**config.mk**
```make
export PLATFORM = sky130hd
export DESIGN_NAME = atr_xlate
export DESIGN_NICKNAME = d
export VERILOG_FILES = /design/src/rtl/atr_pkg.sv /design/src/rtl/atr_part_regs.sv /design/src/rtl/atr_decode.sv /design/src/rtl/atr_xlate.sv
export SDC_FILE = /design/constraint.sdc
export NUM_CORES = 1
export LEC_CHECK = 0
export BUFFER_PORTS_ARGS = -buffer_cell sky130_fd_sc_hd__buf_2
export CAP_MARGIN = 30
export CORE_ASPECT_RATIO = 0.6
export CORE_MARGIN = 2
export CORE_UTILIZATION = 48
export DETAILED_ROUTE_END_ITERATION = 7
export PLACE_DENSITY = 0.67
export SETUP_SLACK_MARGIN = 0.5
export SYNTH_ARGS = -nofsm -noshare
export SYNTH_HDL_FRONTEND = slang
export SYNTH_SLANG_ARGS = --single-unit
```
**constraint.sdc**
```tcl
create_clock -name clk_i -period 6.1 [get_ports clk_i]
set_input_delay 1.22 -clock clk_i [delete_from_list [all_inputs] [get_ports clk_i]]
set_output_delay 1.22 -clock clk_i [all_outputs]
set_load 0.01 [all_outputs]
```
**src/rtl/atr_pkg.sv**
```systemverilog
package atr_pkg;

  localparam int unsigned REGION_W = 5;

  localparam logic [REGION_W-1:0] RGN_NONE  = 5'b00000;
  localparam logic [REGION_W-1:0] RGN_FLASH = 5'b00001;
  localparam logic [REGION_W-1:0] RGN_DRAM  = 5'b00010;
  localparam logic [REGION_W-1:0] RGN_PRAM  = 5'b00100;
  localparam logic [REGION_W-1:0] RGN_SFR   = 5'b01000;
  localparam logic [REGION_W-1:0] RGN_BOOT  = 5'b10000;

  // fixed physical placement of the memories
  localparam logic [31:0] FLASH_PBASE = 32'h1D00_0000;
  localparam logic [31:0] SFR_PBASE   = 32'h1F80_0000;
  localparam logic [31:0] BOOT_PBASE  = 32'h1FC0_0000;

  // user window virtual bases
  localparam logic [31:0] UFLASH_VBASE = 32'h7D00_0000;
  localparam logic [31:0] URAM_VBASE   = 32'h7F00_0000;
  localparam logic [31:0] UFLASH_SHIFT = 32'h6000_0000;

  typedef enum logic [2:0] {
    SEL_KRAM   = 3'd0,
    SEL_UDATA  = 3'd1,
    SEL_UPROG  = 3'd2,
    SEL_UFLASH = 3'd3,
    SEL_FSIZE  = 3'd4,
    SEL_RSIZE  = 3'd5
  } cfg_sel_e;

  typedef struct packed {
    logic [31:0] kram;
    logic [31:0] udata;
    logic [31:0] uprog;
    logic [31:0] uflash;
  } part_t;

  typedef struct packed {
    logic [31:0]         paddr;
    logic [REGION_W-1:0] region;
    logic                cacheable;
    logic                fault;
  } xlate_t;

endpackage

```
**src/rtl/atr_part_regs.sv**
```systemverilog
module atr_part_regs
  import atr_pkg::*;
#(
  parameter int unsigned FLASH_BYTES = 512 * 1024,
  parameter int unsigned RAM_BYTES   = 128 * 1024,
  parameter int unsigned ALIGN_LG    = 11
) (
  input  logic        clk_i,
  input  logic        rst_ni,
  input  logic        wr_i,
  input  logic [2:0]  sel_i,
  input  logic [31:0] wdata_i,
  output logic [31:0] rdata_o,
  output part_t       part_o
);

  localparam logic [31:0] FLASH_SZ = 32'(FLASH_BYTES);
  localparam logic [31:0] RAM_SZ   = 32'(RAM_BYTES);

  part_t       part_q, part_d;
  logic        load;
  logic [31:0] limit;
  logic        aligned;

  assign aligned = (wdata_i[ALIGN_LG-1:0] == '0);

  always_comb begin
    limit = (sel_i == SEL_UFLASH) ? FLASH_SZ : RAM_SZ;
    part_d = part_q;
    load   = 1'b0;
    if (wr_i && aligned && (wdata_i <= limit)) begin
      unique case (sel_i)
        SEL_KRAM:   begin part_d.kram   = wdata_i; load = 1'b1; end
        SEL_UDATA:  begin part_d.udata  = wdata_i; load = 1'b1; end
        SEL_UPROG:  begin part_d.uprog  = wdata_i; load = 1'b1; end
        SEL_UFLASH: begin part_d.uflash = wdata_i; load = 1'b1; end
        default:    load = 1'b0;
      endcase
    end
  end

  always_ff @(posedge clk_i or negedge rst_ni) begin
    if (!rst_ni) begin
      part_q.kram   <= RAM_SZ;
      part_q.udata  <= RAM_SZ;
      part_q.uprog  <= RAM_SZ;
      part_q.uflash <= FLASH_SZ;
    end else if (load) begin
      part_q <= part_d;
    end
  end

  always_comb begin
    unique case (sel_i)
      SEL_KRAM:   rdata_o = part_q.kram;
      SEL_UDATA:  rdata_o = part_q.udata;
      SEL_UPROG:  rdata_o = part_q.uprog;
      SEL_UFLASH: rdata_o = part_q.uflash;
      SEL_FSIZE:  rdata_o = FLASH_SZ;
      SEL_RSIZE:  rdata_o = RAM_SZ;
      default:    rdata_o = '0;
    endcase
  end

  assign part_o = part_q;

  // misaligned data never lands
  a_r12_misaligned_ignored: assert property (@(posedge clk_i) disable iff (!rst_ni)
    (wr_i && !aligned) |=> $stable(part_q));

  // read-only and unused selects never change state
  a_r12_ro_ignored: assert property (@(posedge clk_i) disable iff (!rst_ni)
    (wr_i && sel_i > SEL_UFLASH) |=> $stable(part_q));

  // accepted values stay within the memory size
  a_r12_within_size: assert property (@(posedge clk_i) disable iff (!rst_ni)
    (part_q.kram <= RAM_SZ) && (part_q.uflash <= FLASH_SZ));

endmodule

```
**src/rtl/atr_decode.sv**
```systemverilog
module atr_decode
  import atr_pkg::*;
#(
  parameter int unsigned FLASH_BYTES = 512 * 1024,
  parameter int unsigned RAM_BYTES   = 128 * 1024,
  parameter int unsigned BOOT_BYTES  = 12 * 1024,
  parameter int unsigned SFR_BYTES   = 1024 * 1024
) (
  input  logic [31:0] vaddr_i,
  input  logic        user_i,
  input  part_t       part_i,
  output xlate_t      res_o
);

  localparam logic [31:0] FLASH_SZ  = 32'(FLASH_BYTES);
  localparam logic [31:0] RAM_SZ    = 32'(RAM_BYTES);
  localparam logic [31:0] SFR_END   = SFR_PBASE + 32'(SFR_BYTES);
  localparam logic [31:0] BOOT_END  = BOOT_PBASE + 32'(BOOT_BYTES);
  localparam logic [31:0] UFLASH_HI = UFLASH_VBASE + FLASH_SZ;

  logic [31:0] koff;
  logic        kseg, uncached_seg, useg;
  logic        k_flash, k_dram, k_pram, k_sfr, k_boot;
  logic [REGION_W-1:0] k_hits;
  logic [31:0] uram_off, uram_len, uram_phys;
  logic        u_flash, u_ram;

  assign koff         = {3'b000, vaddr_i[28:0]};
  assign kseg         = (vaddr_i[31:30] == 2'b10);
  assign uncached_seg = vaddr_i[29];
  assign useg         = !vaddr_i[31];

  // kernel windows, all in segment-offset space
  assign k_dram  = (koff < part_i.kram);
  assign k_pram  = (koff >= part_i.kram) && (koff < part_i.udata);
  assign k_flash = (koff >= FLASH_PBASE) && (koff < FLASH_PBASE + part_i.uflash);
  assign k_sfr   = uncached_seg && (koff >= SFR_PBASE) && (koff < SFR_END);
  assign k_boot  = (koff >= BOOT_PBASE) && (koff < BOOT_END);
  assign k_hits  = {k_boot, k_sfr, k_pram, k_dram, k_flash};

  // user windows
  assign u_flash   = useg && (vaddr_i >= UFLASH_VBASE + part_i.uflash) && (vaddr_i < UFLASH_HI);
  assign uram_off  = vaddr_i - URAM_VBASE;
  assign uram_len  = RAM_SZ - part_i.udata;
  assign uram_phys = part_i.udata + uram_off;
  assign u_ram     = useg && (vaddr_i >= URAM_VBASE) && (uram_off < uram_len);

  always_comb begin
    res_o = '{paddr: '0, region: RGN_NONE, cacheable: 1'b0, fault: 1'b1};
    if (kseg && !user_i) begin
      if (k_hits != RGN_NONE) begin
        res_o.paddr     = koff;
        res_o.region    = k_hits;
        res_o.cacheable = !uncached_seg;
        res_o.fault     = 1'b0;
      end
    end else if (useg) begin
      if (u_flash) begin
        res_o.paddr     = vaddr_i - UFLASH_SHIFT;
        res_o.region    = RGN_FLASH;
        res_o.cacheable = 1'b1;
        res_o.fault     = 1'b0;
      end else if (u_ram) begin
        res_o.paddr     = uram_phys;
        res_o.region    = (uram_phys < part_i.uprog) ? RGN_DRAM : RGN_PRAM;
        res_o.cacheable = 1'b1;
        res_o.fault     = 1'b0;
      end
    end
  end

endmodule

```
**src/rtl/atr_xlate.sv**
```systemverilog
module atr_xlate
  import atr_pkg::*;
#(
  parameter int unsigned FLASH_BYTES = 512 * 1024,
  parameter int unsigned RAM_BYTES   = 128 * 1024,
  parameter int unsigned BOOT_BYTES  = 12 * 1024,
  parameter int unsigned SFR_BYTES   = 1024 * 1024,
  parameter int unsigned ALIGN_LG    = 11,
  parameter int unsigned RST_STAGES  = 2
) (
  input  logic                clk_i,
  input  logic                rst_ni,
  input  logic                in_valid_i,
  input  logic [31:0]         in_vaddr_i,
  input  logic                in_user_i,
  input  logic                cfg_wr_i,
  input  logic [2:0]          cfg_sel_i,
  input  logic [31:0]         cfg_wdata_i,
  output logic [31:0]         cfg_rdata_o,
  output logic                out_valid_o,
  output logic [31:0]         out_paddr_o,
  output logic [REGION_W-1:0] out_region_o,
  output logic                out_cacheable_o,
  output logic                out_fault_o
);

  localparam xlate_t BOOT_RES = '{paddr: BOOT_PBASE, region: RGN_BOOT,
                                  cacheable: 1'b0, fault: 1'b0};

  // reset: asserted at once, released after RST_STAGES clock edges
  logic [RST_STAGES-1:0] rst_pipe;
  logic                  rst_sync_n;

  always_ff @(posedge clk_i or negedge rst_ni) begin
    if (!rst_ni) rst_pipe <= '0;
    else         rst_pipe <= {rst_pipe[RST_STAGES-2:0], 1'b1};
  end
  assign rst_sync_n = rst_pipe[RST_STAGES-1];

  part_t  part;
  xlate_t dec_res;
  xlate_t res_q, res_d;
  logic   valid_q, valid_d;

  atr_part_regs #(
    .FLASH_BYTES(FLASH_BYTES),
    .RAM_BYTES  (RAM_BYTES),
    .ALIGN_LG   (ALIGN_LG)
  ) u_regs (
    .clk_i  (clk_i),
    .rst_ni (rst_sync_n),
    .wr_i   (cfg_wr_i),
    .sel_i  (cfg_sel_i),
    .wdata_i(cfg_wdata_i),
    .rdata_o(cfg_rdata_o),
    .part_o (part)
  );

  atr_decode #(
    .FLASH_BYTES(FLASH_BYTES),
    .RAM_BYTES  (RAM_BYTES),
    .BOOT_BYTES (BOOT_BYTES),
    .SFR_BYTES  (SFR_BYTES)
  ) u_dec (
    .vaddr_i(in_vaddr_i),
    .user_i (in_user_i),
    .part_i (part),
    .res_o  (dec_res)
  );

  // next state
  always_comb begin
    valid_d = in_valid_i;
    res_d   = in_valid_i ? dec_res : res_q;
  end

  // registers
  always_ff @(posedge clk_i or negedge rst_sync_n) begin
    if (!rst_sync_n) begin
      valid_q <= 1'b0;
      res_q   <= BOOT_RES;
    end else begin
      valid_q <= valid_d;
      if (in_valid_i) res_q <= res_d;
    end
  end

  assign out_valid_o     = valid_q;
  assign out_paddr_o     = res_q.paddr;
  assign out_region_o    = res_q.region;
  assign out_cacheable_o = res_q.cacheable;
  assign out_fault_o     = res_q.fault;

  // user mode never reaches kernel space
  a_r8_user_kernel_fault: assert property (@(posedge clk_i) disable iff (!rst_sync_n)
    (in_valid_i && in_user_i && in_vaddr_i[31]) |=> (out_fault_o && out_region_o == RGN_NONE));

  // a fault carries no region, address or cache attribute
  a_r11_fault_clean: assert property (@(posedge clk_i) disable iff (!rst_sync_n)
    out_fault_o |-> (out_region_o == RGN_NONE && out_paddr_o == '0 && !out_cacheable_o));

  // a non-faulting result names exactly one region
  a_r1_region_onehot: assert property (@(posedge clk_i) disable iff (!rst_sync_n)
    !out_fault_o |-> ($countones(out_region_o) == 1));

  // the uncached kernel segment is never cacheable
  a_r3_uncached_seg: assert property (@(posedge clk_i) disable iff (!rst_sync_n)
    (in_valid_i && !in_user_i && in_vaddr_i[31:29] == 3'b101) |=> !out_cacheable_o);

  // kernel hits strip the top three address bits
  a_r3_kernel_paddr: assert property (@(posedge clk_i) disable iff (!rst_sync_n)
    (in_valid_i && !in_user_i && in_vaddr_i[31:30] == 2'b10) |=>
      (out_fault_o || out_paddr_o == {3'b000, $past(in_vaddr_i[28:0])}));

  // idle cycles hold the result and drop valid
  a_r2_hold: assert property (@(posedge clk_i) disable iff (!rst_sync_n)
    !in_valid_i |=> (!out_valid_o && $stable(out_paddr_o) && $stable(out_region_o)));

endmodule

```
==> impl_metrics.tcl <==
set metrics [dict create \
    clk_latency_ps 460 \
    dieHeight_um 131 \
    dpl.hpwl_um 37100 \
    grt_max_degree 169 \
    antenna_found_initial 2 \
    cts_hold_buf 0 \
    syn_to_final_growth_pct 13.4 \
    wl_um 46900 \
    setup_ws_ps 1020 \
    r2r_start "u_regs.part_o[68]" \
    p_leak_uw 0.00731 \
    ff2ff_path_depth 20 \
    synth_ff_type "dfrtp_1" \
    endpoint_kind "flip-flop" \
    synth-edff-count 0 \
    synth_nets 1707 \
    place.gp.congestion 0.987 \
    cts_made_buffers 17 \
    dr.pass1.iters 7 \
    fin_crit_ps 5080 \
    dp_cells 1915 \
    endpoint "out_paddr_o[0]" \
    avgSynthCellArea_um2 8.93 \
    cts_setup_buffers 0 \
    layout.nets 1837 \
    drt-vias-per-instance 6.10 \
    synth-seq-cells 170 \
    num_vias 11900 \
    hold_path_class "flip-flop to flip-flop" \
    tightestPinTransition_ps 974 \
    synth_cells 1444 \
    synth.most_common_cell "ha_1" \
    track_usage_pct 33.6 \
    ys_async_sr_fraction_pct 100 \
    ys_warn_count 0 \
    grt_pass1_wl_um 69300 \
    finalSetupTns_ps 0 \
    drt_iter0_markers 1386 \
    cts_root_buf "clkbuf_16" \
    cts_tree "built" \
    rsz0062_at_grt "no" \
    drc 0 \
    die-area_um2 28200 \
    grt_overflow 0 \
    layout.cells.non_filler 1948 \
    clkTransAtPathRegs_ps 70 \
    hold_viol 0 \
    postCtsResizedCells 0 \
    ir_drop_mv 0.188 \
    grt_pass1_vias 10800 \
    num_io_pins 144 \
    critPathKind "flip-flop to flip-flop" \
    nFillCells 2429 \
    fin_crit_sh_pct 83.3 \
    critPathMaxFanout 24 \
    maxSlewViolCount 0 \
    drv_cap 0 \
    ctsHtreeMaxLevel 4 \
    regToRegEndpoint "out_paddr_o[0]" \
    yosysTopAreaCell "dfrtp_1" \
    yosysUniqueCellTypes 76 \
    synth_common_cells "ha_1, dfrtp_1, inv_1" \
    place_ws_ps 728 \
    synth.top_cells.by_area "dfrtp_1, ha_1, inv_1" \
    ys_seq_area_share_pct 33.1 \
    die_w_um 216 \
    startpoint_type "flip-flop" \
    numPortBuffers 143 \
    fmax_mhz 197 \
    max_slew_margin_pct 35.1 \
    r2r_setup_slack_ps 1020 \
    core_um2 26400 \
    cts_sinks 170 \
    antenna_left 0 \
    wire_per_inst_um 24.1 \
    final-setup-viol-count 0 \
    cp.required_ps 6490 \
    syn_area_um2 12900 \
    synth_top_cell_area_share_pct 30.7 \
    start_util_pct 48.8 \
    cts.path.max_buffers 2 \
    layout-drive-gt1-share_pct 14.8 \
    worst_setup_path_startpoint "u_regs.part_o[68]" \
    status "completed" \
    totalPowerFinal_uw 2790 \
    fin_skew_ps 14.8 \
    std_cell_rows 46 \
    p_per_area_nw_per_um2 191 \
    worstPathArrival_ps 5480 \
]
-- per-stage QoR --
stage / util (%) / hold WS, ps / area (um2)
after global placement: 53.2 / 336 / 14000
after detailed placement: 53.2 / 339 / 14000
after floorplan: - / 331 / 12900
final: 55.4 / 352 / 14600
after CTS: 55.4 / 355 / 14600
after global routing: 55.4 / 358 / 14600
-- worst max-delay path: stages (launching register included) --
cell and delay, ps:
dfrtp_1 450, or3_1 390, or4_1 510, nor4_4 250, nand2_2 150, o21a_1 240
nor2b_2 230, nand2_2 120, nor4_2 240, xor2_1 200, ha_1 270, nand3_1 110
nor3_1 70, and2_1 150, a221oi_1 240, o211ai_1 120, a31oi_1 380, and3_1 260
buf_4 320, nor2b_1 180, a221o_1 110
-- cell families after synthesis --
family	synth area share (%)
compound gates	20.2
xor+xnor	4.74
fa+ha+maj	18.6
buf+inv	5.88
flops	33.1
mux	0.155
other cells	0.0291
simple gates	17.3
-- worst min path at each step --
stage | start | endpoint | slack, ps | depth (start not counted)
after floorplan | rst_pipe[0] | rst_pipe[1] | 330 | 0
after global placement | rst_pipe[0] | rst_pipe[1] | 340 | 0
after detailed placement | rst_pipe[0] | rst_pipe[1] | 340 | 0
after CTS | rst_pipe[0] | rst_pipe[1] | 360 | 0
after global routing | rst_pipe[0] | rst_pipe[1] | 360 | 0
final | rst_pipe[0] | rst_pipe[1] | 350 | 0
-- per-layer routing --
layer	wire, um	track usage (%)
met1	23300	54.3
met2	15700	38.9
met3	7370	14.3
met4	536	6.41
met5	13	0
-- cell type report --
type	count	area, um2	area share (%)
flip-flops and latches	170	4270	29.2
clock buffers	17	425	2.91
clock inverters	15	156	1.07
multi-input cells	1078	7890	54.0
repair buffers	162	883	6.04
inverters	145	544	3.72
well taps	360	450	3.08
diodes	1	2.50	0.0171
-- power breakdown --
part           internal (uW)  leakage (uW)  switching [uW]  total (uW)
registers               1150       0.00174            13.6        1160
clock network            579      0.000283             531        1110
logic                    186       0.00529             328         515
-- flip-flops by register name, indices dropped and copies added, names as in the netlist --
signal	flops
rst_pipe	2
out_region_o	5
out_cacheable_o	1
out_valid_o	1
out_paddr_o	32
u_regs.part_o	128
out_fault_o	1
-- placed cells by master, fill, tap and decap left out, drive strengths merged, types with 26 or more instances in the layout --
cell	instances
a21oi	76
nand3	26
nor2	138
nor2b	54
a21o	30
inv	152
a22oi	30
buf	162
dfrtp	158
nand2	94
ha	190
xnor2	51
nor3	27
o21ai	78
a221o	32
Power figures use the tool's default switching activity.
